===== src/rtl/adc_start_pkg.sv =====
package adc_start_pkg;
    typedef enum logic [2:0] {
        SOC_SOFT = 3'd0,
        SOC_TMR0 = 3'd1,
        SOC_TMR2 = 3'd2,
        SOC_TMR3 = 3'd3,
        SOC_PIN  = 3'd4
    } soc_mode_e;

    typedef enum logic {
        ST_IDLE = 1'b0,
        ST_CONV = 1'b1
    } seq_state_e;
endpackage


===== src/rtl/adc_conv_clkdiv.sv =====
module adc_conv_clkdiv #(
    parameter int DIV_W = 5
) (
    input  logic             clk,
    input  logic             rst_n,
    input  logic             burst,
    input  logic             lp_tick,
    input  logic [DIV_W-1:0] div,
    output logic             tick
);
    logic [DIV_W-1:0] cnt_q;
    logic             src;
    logic             wrap;

    assign src  = burst ? lp_tick : 1'b1;
    assign wrap = (cnt_q >= div);
    assign tick = src && wrap;

    always_ff @(posedge clk or negedge rst_n) begin
        if (!rst_n) begin
            cnt_q <= '0;
        end else if (src) begin
            cnt_q <= wrap ? '0 : cnt_q + 1'b1;
        end
    end
endmodule


===== src/rtl/adc_trig_sel.sv =====
module adc_trig_sel
    import adc_start_pkg::*;
#(
    parameter int SYNC_STAGES = 2
) (
    input  logic       clk,
    input  logic       rst_n,
    input  logic [2:0] mode,
    input  logic       sw_go,
    input  logic       t0_ovf,
    input  logic       t2_lo,
    input  logic       t2_hi,
    input  logic       t2_wide,
    input  logic       t3_lo,
    input  logic       t3_hi,
    input  logic       t3_wide,
    input  logic       pin,
    output logic       fire
);
    logic [SYNC_STAGES-1:0] sync_q;
    logic                   last_q;
    logic                   pin_rise;

    always_ff @(posedge clk or negedge rst_n) begin
        if (!rst_n) begin
            sync_q <= '0;
            last_q <= 1'b0;
        end else begin
            sync_q <= {sync_q[SYNC_STAGES-2:0], pin};
            last_q <= sync_q[SYNC_STAGES-1];
        end
    end

    assign pin_rise = sync_q[SYNC_STAGES-1] && !last_q;

    always_comb begin
        case (soc_mode_e'(mode))
            SOC_SOFT: fire = sw_go;
            SOC_TMR0: fire = t0_ovf;
            SOC_TMR2: fire = t2_wide ? t2_hi : t2_lo;
            SOC_TMR3: fire = t3_wide ? t3_hi : t3_lo;
            SOC_PIN:  fire = pin_rise;
            default:  fire = 1'b0;
        endcase
    end
endmodule


===== src/rtl/adc_conv_seq.sv =====
module adc_conv_seq
    import adc_start_pkg::*;
#(
    parameter int DATA_W = 10
) (
    input  logic              clk,
    input  logic              rst_n,
    input  logic              fire,
    input  logic              sar_done,
    input  logic [DATA_W-1:0] sar_data,
    input  logic              flag_wr,
    input  logic              flag_data,
    output logic              sar_start,
    output logic              busy,
    output logic              flag,
    output logic [DATA_W-1:0] result
);
    seq_state_e state_q, state_d;
    logic       finish;

    always_ff @(posedge clk or negedge rst_n) begin
        if (!rst_n) state_q <= ST_IDLE;
        else        state_q <= state_d;
    end

    always_comb begin
        state_d = state_q;
        unique case (state_q)
            ST_IDLE: if (fire)     state_d = ST_CONV;
            ST_CONV: if (sar_done) state_d = ST_IDLE;
        endcase
    end

    always_comb begin
        sar_start = 1'b0;
        busy      = 1'b0;
        finish    = 1'b0;
        unique case (state_q)
            ST_IDLE: sar_start = fire;
            ST_CONV: begin
                busy   = 1'b1;
                finish = sar_done;
            end
        endcase
    end

    always_ff @(posedge clk or negedge rst_n) begin
        if (!rst_n) begin
            flag   <= 1'b0;
            result <= '0;
        end else if (finish) begin
            flag   <= 1'b1;
            result <= sar_data;
        end else if (flag_wr && !flag_data) begin
            flag   <= 1'b0;
        end
    end
endmodule


===== src/rtl/adc_start_ctrl.sv =====
module adc_start_ctrl #(
    parameter int DATA_W = 10,
    parameter int DIV_W  = 5
) (
    input  logic              clk,
    input  logic              rst_n,
    input  logic [2:0]        cfg_mode,
    input  logic              cfg_burst,
    input  logic [DIV_W-1:0]  cfg_div,
    input  logic              t2_wide,
    input  logic              t3_wide,
    input  logic              irq_en,
    input  logic              sw_busy_wr,
    input  logic              sw_busy_data,
    input  logic              sw_flag_wr,
    input  logic              sw_flag_data,
    input  logic              tmr0_ovf,
    input  logic              tmr2_lo_ovf,
    input  logic              tmr2_hi_ovf,
    input  logic              tmr3_lo_ovf,
    input  logic              tmr3_hi_ovf,
    input  logic              lp_tick,
    input  logic              cnv_pin,
    input  logic              sar_done,
    input  logic [DATA_W-1:0] sar_data,
    output logic              sar_start,
    output logic              conv_tick,
    output logic              busy,
    output logic              done_flag,
    output logic              irq,
    output logic [DATA_W-1:0] result
);
    logic fire;

    adc_conv_clkdiv #(.DIV_W(DIV_W)) u_div (
        .clk     (clk),
        .rst_n   (rst_n),
        .burst   (cfg_burst),
        .lp_tick (lp_tick),
        .div     (cfg_div),
        .tick    (conv_tick)
    );

    adc_trig_sel #(.SYNC_STAGES(2)) u_trig (
        .clk     (clk),
        .rst_n   (rst_n),
        .mode    (cfg_mode),
        .sw_go   (sw_busy_wr && sw_busy_data),
        .t0_ovf  (tmr0_ovf),
        .t2_lo   (tmr2_lo_ovf),
        .t2_hi   (tmr2_hi_ovf),
        .t2_wide (t2_wide),
        .t3_lo   (tmr3_lo_ovf),
        .t3_hi   (tmr3_hi_ovf),
        .t3_wide (t3_wide),
        .pin     (cnv_pin),
        .fire    (fire)
    );

    adc_conv_seq #(.DATA_W(DATA_W)) u_seq (
        .clk       (clk),
        .rst_n     (rst_n),
        .fire      (fire),
        .sar_done  (sar_done),
        .sar_data  (sar_data),
        .flag_wr   (sw_flag_wr),
        .flag_data (sw_flag_data),
        .sar_start (sar_start),
        .busy      (busy),
        .flag      (done_flag),
        .result    (result)
    );

    assign irq = done_flag && irq_en;
endmodule


===== config.mk =====
export PLATFORM = sky130hd
export DESIGN_NAME = adc_start_ctrl
export DESIGN_NICKNAME = d
export VERILOG_FILES = /design/src/rtl/adc_start_pkg.sv /design/src/rtl/adc_conv_clkdiv.sv /design/src/rtl/adc_trig_sel.sv /design/src/rtl/adc_conv_seq.sv /design/src/rtl/adc_start_ctrl.sv
export SDC_FILE = /design/constraint.sdc
export NUM_CORES = 1
export LEC_CHECK = 0
export BUFFER_PORTS_ARGS = -buffer_cell sky130_fd_sc_hd__buf_2
export CORE_MARGIN = 2
export CORE_UTILIZATION = 47
export CTS_BUF_LIST = sky130_fd_sc_hd__clkbuf_16
export DETAILED_ROUTE_END_ITERATION = 8
export GPL_TIMING_DRIVEN = 0
export PLACE_DENSITY_LB_ADDON = 0.05
export SYNTH_ARGS = -nofsm -noshare
export SYNTH_HDL_FRONTEND = slang
export SYNTH_SLANG_ARGS = --single-unit

===== constraint.sdc =====
create_clock -name clk -period 4.9 [get_ports clk]
set_clock_uncertainty 0.1 [all_clocks]
set_input_delay 1.47 -clock clk [delete_from_list [all_inputs] [get_ports clk]]
set_output_delay 1.47 -clock clk [all_outputs]
set_load 0.02 [all_outputs]

Word-level counts from Yosys, hierarchy flattened. Index checks and enable logic that the tools add are counted.

Add/sub/neg operators: 1. Magnitude comparators: 1. Eq/ne operators: 4. Muxes and demuxes: 13. Bitwise logic cells: 1. Reduce and logical (&&, ||, !) cells: 9.

Operators by type and width (count): 2-to-1 mux 1 bit (10); equality test 3 x 2 -> 1 bit (second input constant) (2); adder 5 x 1 -> 5 bit (second input constant) (1); >= comparator 5 bit (1); logical AND 1 bit (5); 2-to-1 mux 5 bit (1); one-hot mux 1 bit (5 select lines) (1); equality test 3 x 1 -> 1 bit (second input constant) (1); equality test 3 bit (second input constant) (1); zero test 3 bit (1); zero test 1 bit (2); one-hot mux 1 bit (2 select lines) (1); nonzero test 2 bit (1); inverter 1 bit (1).

Register bits: 20. Input bits: 36. Output and inout port bits: 15. Word-level logic and storage cells: 35.

Longest topological paths before layout.
Word-level depth: 5. Mapped depth: 6. Depth with buffers taken out: 6.

Hierarchy. Synthesis repeated with hierarchy kept, for this count alone.

Cells, all modules: 90. Area total of the unflattened synthesis: 1073.5 sq um.

Modules (own cells, without submodules): adc_conv_seq (times used 1, cells an instance 30, area an instance 500.5 sq um, sequential area each 300.3 sq um); adc_conv_clkdiv (times used 1, cells an instance 46, area an instance 414.1 sq um, sequential area each 125.1 sq um); adc_trig_sel (times used 1, cells an instance 12, area an instance 146.4 sq um, sequential area each 75.1 sq um); adc_start_ctrl (times used 1, cells an instance 2, area an instance 12.5 sq um, sequential area each 0.0 sq um).

Worst setup path after synthesis. OpenSTA, ideal clock, no wires.

Path type: in2out. From: input cfg_div[2]. To: output conv_tick. Arrival: 2573 ps. Setup slack: 757 ps. Stages: 6. Path buffers: 0. Cell sequence: inv_1 ha_1 a211o_1 a31oi_2 o21bai_2 and2_1.

Cells in the longest elaborated chain, start to end: 2.

RTL lines: start: declaration (line adc_start_ctrl.sv:9) `input logic [DIV_W-1:0] cfg_div,`; >= comparator 5 bit (line adc_conv_clkdiv.sv:16) `assign wrap = (cnt_q >= div);`; logical AND 1 bit (line adc_conv_clkdiv.sv:17) `assign tick = src && wrap;`; end: declaration (line adc_start_ctrl.sv:27) `output logic conv_tick,`.

Every way passes these cells.

Final worst setup path. Ends and elaborated chain as after synthesis.

==> impl_table.tex <==
\begin{tabular}{lr}
\hline
Metric & Value \\
\hline
\multicolumn{2}{l}{\textbf{Status}} \\
\quad Outcome & complete, no violations \\
\multicolumn{2}{l}{\textbf{Power and ir drop}} \\
\quad Power density over cell area & 566 nW/um2 \\
\quad Share of power burned in registers & 0.351 \\
\quad Internal power & 0.000520 W \\
\quad Clock share of power & 0.278 \\
\quad Net switching power & 0.000267 W \\
\quad Reported leakage power & 0.727 nW \\
\quad Maximum vdd ir drop & 0.000382 V \\
\quad Fraction of power spent switching nets & 0.339 \\
\quad Comb pwr share & 0.371 \\
\multicolumn{2}{l}{\textbf{Floorplanning}} \\
\quad Die height & 50.1 um \\
\quad Initial core utilization & 0.504 \\
\quad IO Count & 51 \\
\quad Horizontal extent of the die & 50.1 um \\
\quad Full die area & 2510 um2 \\
\quad Area of the core region & 1980 um2 \\
\quad Site row count & 16 \\
\multicolumn{2}{l}{\textbf{Clocking}} \\
\quad Largest buffer count on any clock path & 2 \\
\quad Post-CTS Hold Buffers & 0 \\
\quad Worst-skew pair later-pin latency & 0.25 ns \\
\quad Number of H-tree levels & 1 \\
\quad Post-CTS Setup Bufs & 0 \\
\quad Buffer cell driving the clock tree root & clkbuf\_16 \\
\quad Clock tree from TritonCTS & done \\
\quad Clock buffer count from CTS & 3 \\
\quad Post\_cts resized & 0 \\
\quad Count of clock tree sinks & 20 \\
\quad Clock transition at path regs & 0.05 ns \\
\multicolumn{2}{l}{\textbf{STA}} \\
\quad Transition time at the pin with the least slew margin & 0.413 ns \\
\quad Crit path setup slack, layout & 0.526 ns \\
\quad Period utilisation layout & 0.893 \\
\quad Minimum clock period & 4.37 ns \\
\quad Slew Limit Fails & 0 \\
\quad TNS Setup & 0 ns \\
\quad Final hold violation count & 0 \\
\quad Setup repair after global routing missed its margin & false \\
\quad Setup-failing EPs final & 0 \\
\quad Achievable clock frequency & 229 MHz \\
\quad Worst hold margin & 0.251 ns \\
\quad Max-slew headroom & 0.725 \\
\multicolumn{2}{l}{\textbf{Logic synthesis}} \\
\quad Mapped Nets & 132 \\
\quad Area leader, netlist & dfrtp\_1 \\
\quad Top cells by area in the synthesized netlist & dfrtp\_1 (50\%), mux2\_1 (10\%), ha\_1 (7.5\%), nand2\_1 (3.8\%), inv\_1 (2.6\%) \\
\quad Synthesized area divided by synthesized cell count & 11.1 um2 \\
\quad Synth cell types & 27 \\
\quad Post-synthesis instance area & 1000 um2 \\
\quad Total number of yosys warnings & 0 \\
\quad Seq cells post-synth & 20 \\
\quad Share of synthesized area occupied by flip-flops and latches & 0.501 \\
\quad Gate count of the mapped netlist & 90 \\
\quad Top cell type's share of synthesized area & 0.501 \\
\multicolumn{2}{l}{\textbf{Global route}} \\
\quad Residual overflow from global routing & 0 \\
\quad Global-route wire length before repair & 3340 um \\
\quad Largest net degree at the start of global routing & 21 \\
\quad Aggregate global-route resource usage & 0.175 \\
\quad Number of antenna violations at the first check in global routing & 0 \\
\quad Number of global-route vias before repair & 806 \\
\multicolumn{2}{l}{\textbf{Critical path}} \\
\quad Destination of the critical timing path & conv\_tick \\
\quad Start point of the critical path & cfg\_div[2] \\
\quad Reg-to-reg critical path startpoint & u\_div.cnt\_q[2]\$\_DFFE\_PN0N\_ \\
\quad Element type at the critical path start & input pin \\
\quad Flop2flop setup slack & 3.21 ns \\
\quad Critical Path Fanout Max & 5 \\
\quad Arrival time worst endpoint & 2.80 ns \\
\quad Classification of the worst setup path & input pin to primary output \\
\quad R2r worst-path depth & 5 \\
\quad Worst endpoint required time & 3.33 ns \\
\quad Worst R2R End & u\_div.cnt\_q[2]\$\_DFFE\_PN0N\_ \\
\quad Kind of end point of the critical path & primary output \\
\multicolumn{2}{l}{\textbf{Route}} \\
\quad Vias per Instance & 4.98 \\
\quad Post-detailed-route DRC marker count & 0 \\
\quad First drt pass iteration count & 2 \\
\quad Post-detailed-routing wire length & 1870 um \\
\quad Post-detailed-route wirelength per cell & 10.9 um \\
\quad Initial DRC Count & 2 \\
\quad ANT nets after route & 0 \\
\quad Via count & 851 \\
\multicolumn{2}{l}{\textbf{Cells and area}} \\
\quad Post-layout nets & 187 \\
\quad Total area of multi-input combinational cells & 463 um2 \\
\quad Filler cells & 163 \\
\quad Sequential standard cell area & 500 um2 \\
\quad Synthesis-to-layout area growth & 38.9\% \\
\quad Finished Cell Area & 1390 um2 \\
\quad Diodes inserted & 0 \\
\quad Proportion of layout cells with a drive suffix above 1 & 0.417 \\
\quad Post-layout instance count excluding filler cells & 171 \\
\multicolumn{2}{l}{\textbf{Placed design}} \\
\quad Detailed-placement wirelength estimate & 1520 um \\
\quad Routability-driven placement congestion ratio & 0.799 \\
\quad Placed standard-cell area & 1280 um2 \\
\quad Number of port buffers & 50 \\
\quad \# placed instances & 167 \\
\quad Worst setup slack after placement & 0.514 ns \\
\multicolumn{2}{l}{\textbf{Job}} \\
\quad Max-capacitance violation count & 0 \\
\multicolumn{2}{l}{\textbf{Min path}} \\
\quad Tightest Hold Check Type & flop to flop \\
\hline
\end{tabular}
## sequential cells by signal, summed over array words and instances (netlist names)
| signal | count |
|---|---|
| u_seq.result | 10 |
| u_div.cnt_q | 5 |
| u_trig.sync_q | 2 |
| u_seq.flag | 1 |
| u_seq.state_q | 1 |
| u_trig.last_q | 1 |
## critical path, cell delays in order
cell and delay, ns:
buf_2 0.07, inv_1 0.03, ha_1 0.31, a211o_1 0.27
a31oi_2 0.18, o21bai_2 0.14, and2_1 0.17, buf_2 0.15
## logic make-up after synthesis
group / count (synthesis) / share of synthesized area
multiplexers: 12 / 0.133
buffers and inverters: 9 / 0.0363
AO/OA/AOI/OAI: 18 / 0.131
flip-flops: 20 / 0.501
adder cells (fa/ha/maj): 6 / 0.0751
AND/OR/NAND/NOR: 25 / 0.124
## power groups by stage
stage	Clock, W	Sequential (W)	Combinational, W
2_1_floorplan	0	0.000333	0.000139
3_3_place_gp	0	0.000273	0.000288
3_5_place_dp	0	0.000278	0.000297
4_1_cts	0.000223	0.000276	0.000298
5_1_grt	0.000232	0.000286	0.000327
6_report	0.000219	0.000276	0.000292
## cells in the mapped netlist
master / n
a2111oi_2: 1
a31oi_2: 1
a21oi_1: 4
a211o_1: 1
buf_2: 2
nand2_1: 10
nor3_1: 3
o21ai_1: 5
ha_1: 6
a31o_1: 1
o21bai_2: 1
o21ai_0: 1
a211oi_1: 1
dfrtp_1: 20
nor2_1: 2
and2_1: 3
nor4bb_1: 1
nand2b_1: 2
nand3_1: 2
mux2i_1: 2
a311oi_1: 1
and3_1: 1
a221oi_1: 1
mux2_1: 9
inv_1: 7
nor2b_1: 1
mux2_2: 1
## area by class of cell
| type | count | area share |
|---|---|---|
| flip-flops and latches | 20 | 0.360 |
| plain buffers | 2 | 0.00721 |
| well taps | 27 | 0.0243 |
| multi-input cells | 61 | 0.333 |
| inverters | 7 | 0.0189 |
| clock buffers | 3 | 0.0541 |
| clock inverters | 1 | 0.0216 |
| repair buffers | 50 | 0.180 |
## layer usage
metal | vias to the layer above | global-route usage | part of all wire
met1 | 387 | 0.202 | 0.42
met5 | - | 0 | 0
li1 | 426 | - | -
met2 | 36 | 0.320 | 0.50
met4 | 0 | 0.0417 | 0.0027
met3 | 2 | 0.0455 | 0.073
## worst min path at each step
| stage | startpoint | endpoint | slack (ns) | cells past startpoint |
|---|---|---|---|---|
| 2_1_floorplan | u_trig.sync_q[0]$_DFF_PN0_ | u_trig.sync_q[1]$_DFF_PN0_ | 0.23 | 0 |
| 3_3_place_gp | u_trig.sync_q[0]$_DFF_PN0_ | u_trig.sync_q[1]$_DFF_PN0_ | 0.23 | 0 |
| 3_5_place_dp | u_trig.sync_q[0]$_DFF_PN0_ | u_trig.sync_q[1]$_DFF_PN0_ | 0.24 | 0 |
| 4_1_cts | u_trig.sync_q[0]$_DFF_PN0_ | u_trig.sync_q[1]$_DFF_PN0_ | 0.25 | 0 |
| 5_1_grt | u_trig.sync_q[0]$_DFF_PN0_ | u_trig.sync_q[1]$_DFF_PN0_ | 0.27 | 0 |
| 6_report | u_trig.sync_q[0]$_DFF_PN0_ | u_trig.sync_q[1]$_DFF_PN0_ | 0.25 | 0 |
## placed cells by master (no fill, tap or decap)
cell,instances
bufinv_16,1
a311oi_1,1
nor2b_1,1
nand2_1,10
mux2_2,1
a31oi_2,1
nor4bb_1,1
a211o_1,1
a21oi_1,4
nand3_1,2
o21ai_0,1
a221oi_1,1
nor3_1,3
clkbuf_16,3
dfrtp_1,20
mux2_1,9
a31o_1,1
mux2i_1,2
a211oi_1,1
o21ai_1,5
nor2_1,2
inv_1,7
a2111oi_2,1
buf_2,52
and2_1,3
o21bai_2,1
ha_1,6
nand2b_1,2
and3_1,1
## stage by stage
step	total power, W	utilization
4_1_cts	0.000796	0.701
3_3_place_gp	0.000562	0.648
3_5_place_dp	0.000575	0.648
2_1_floorplan	0.000473	-
5_1_grt	0.000845	0.701
6_report	0.000786	0.701
(Power assumes the default switching activity.)
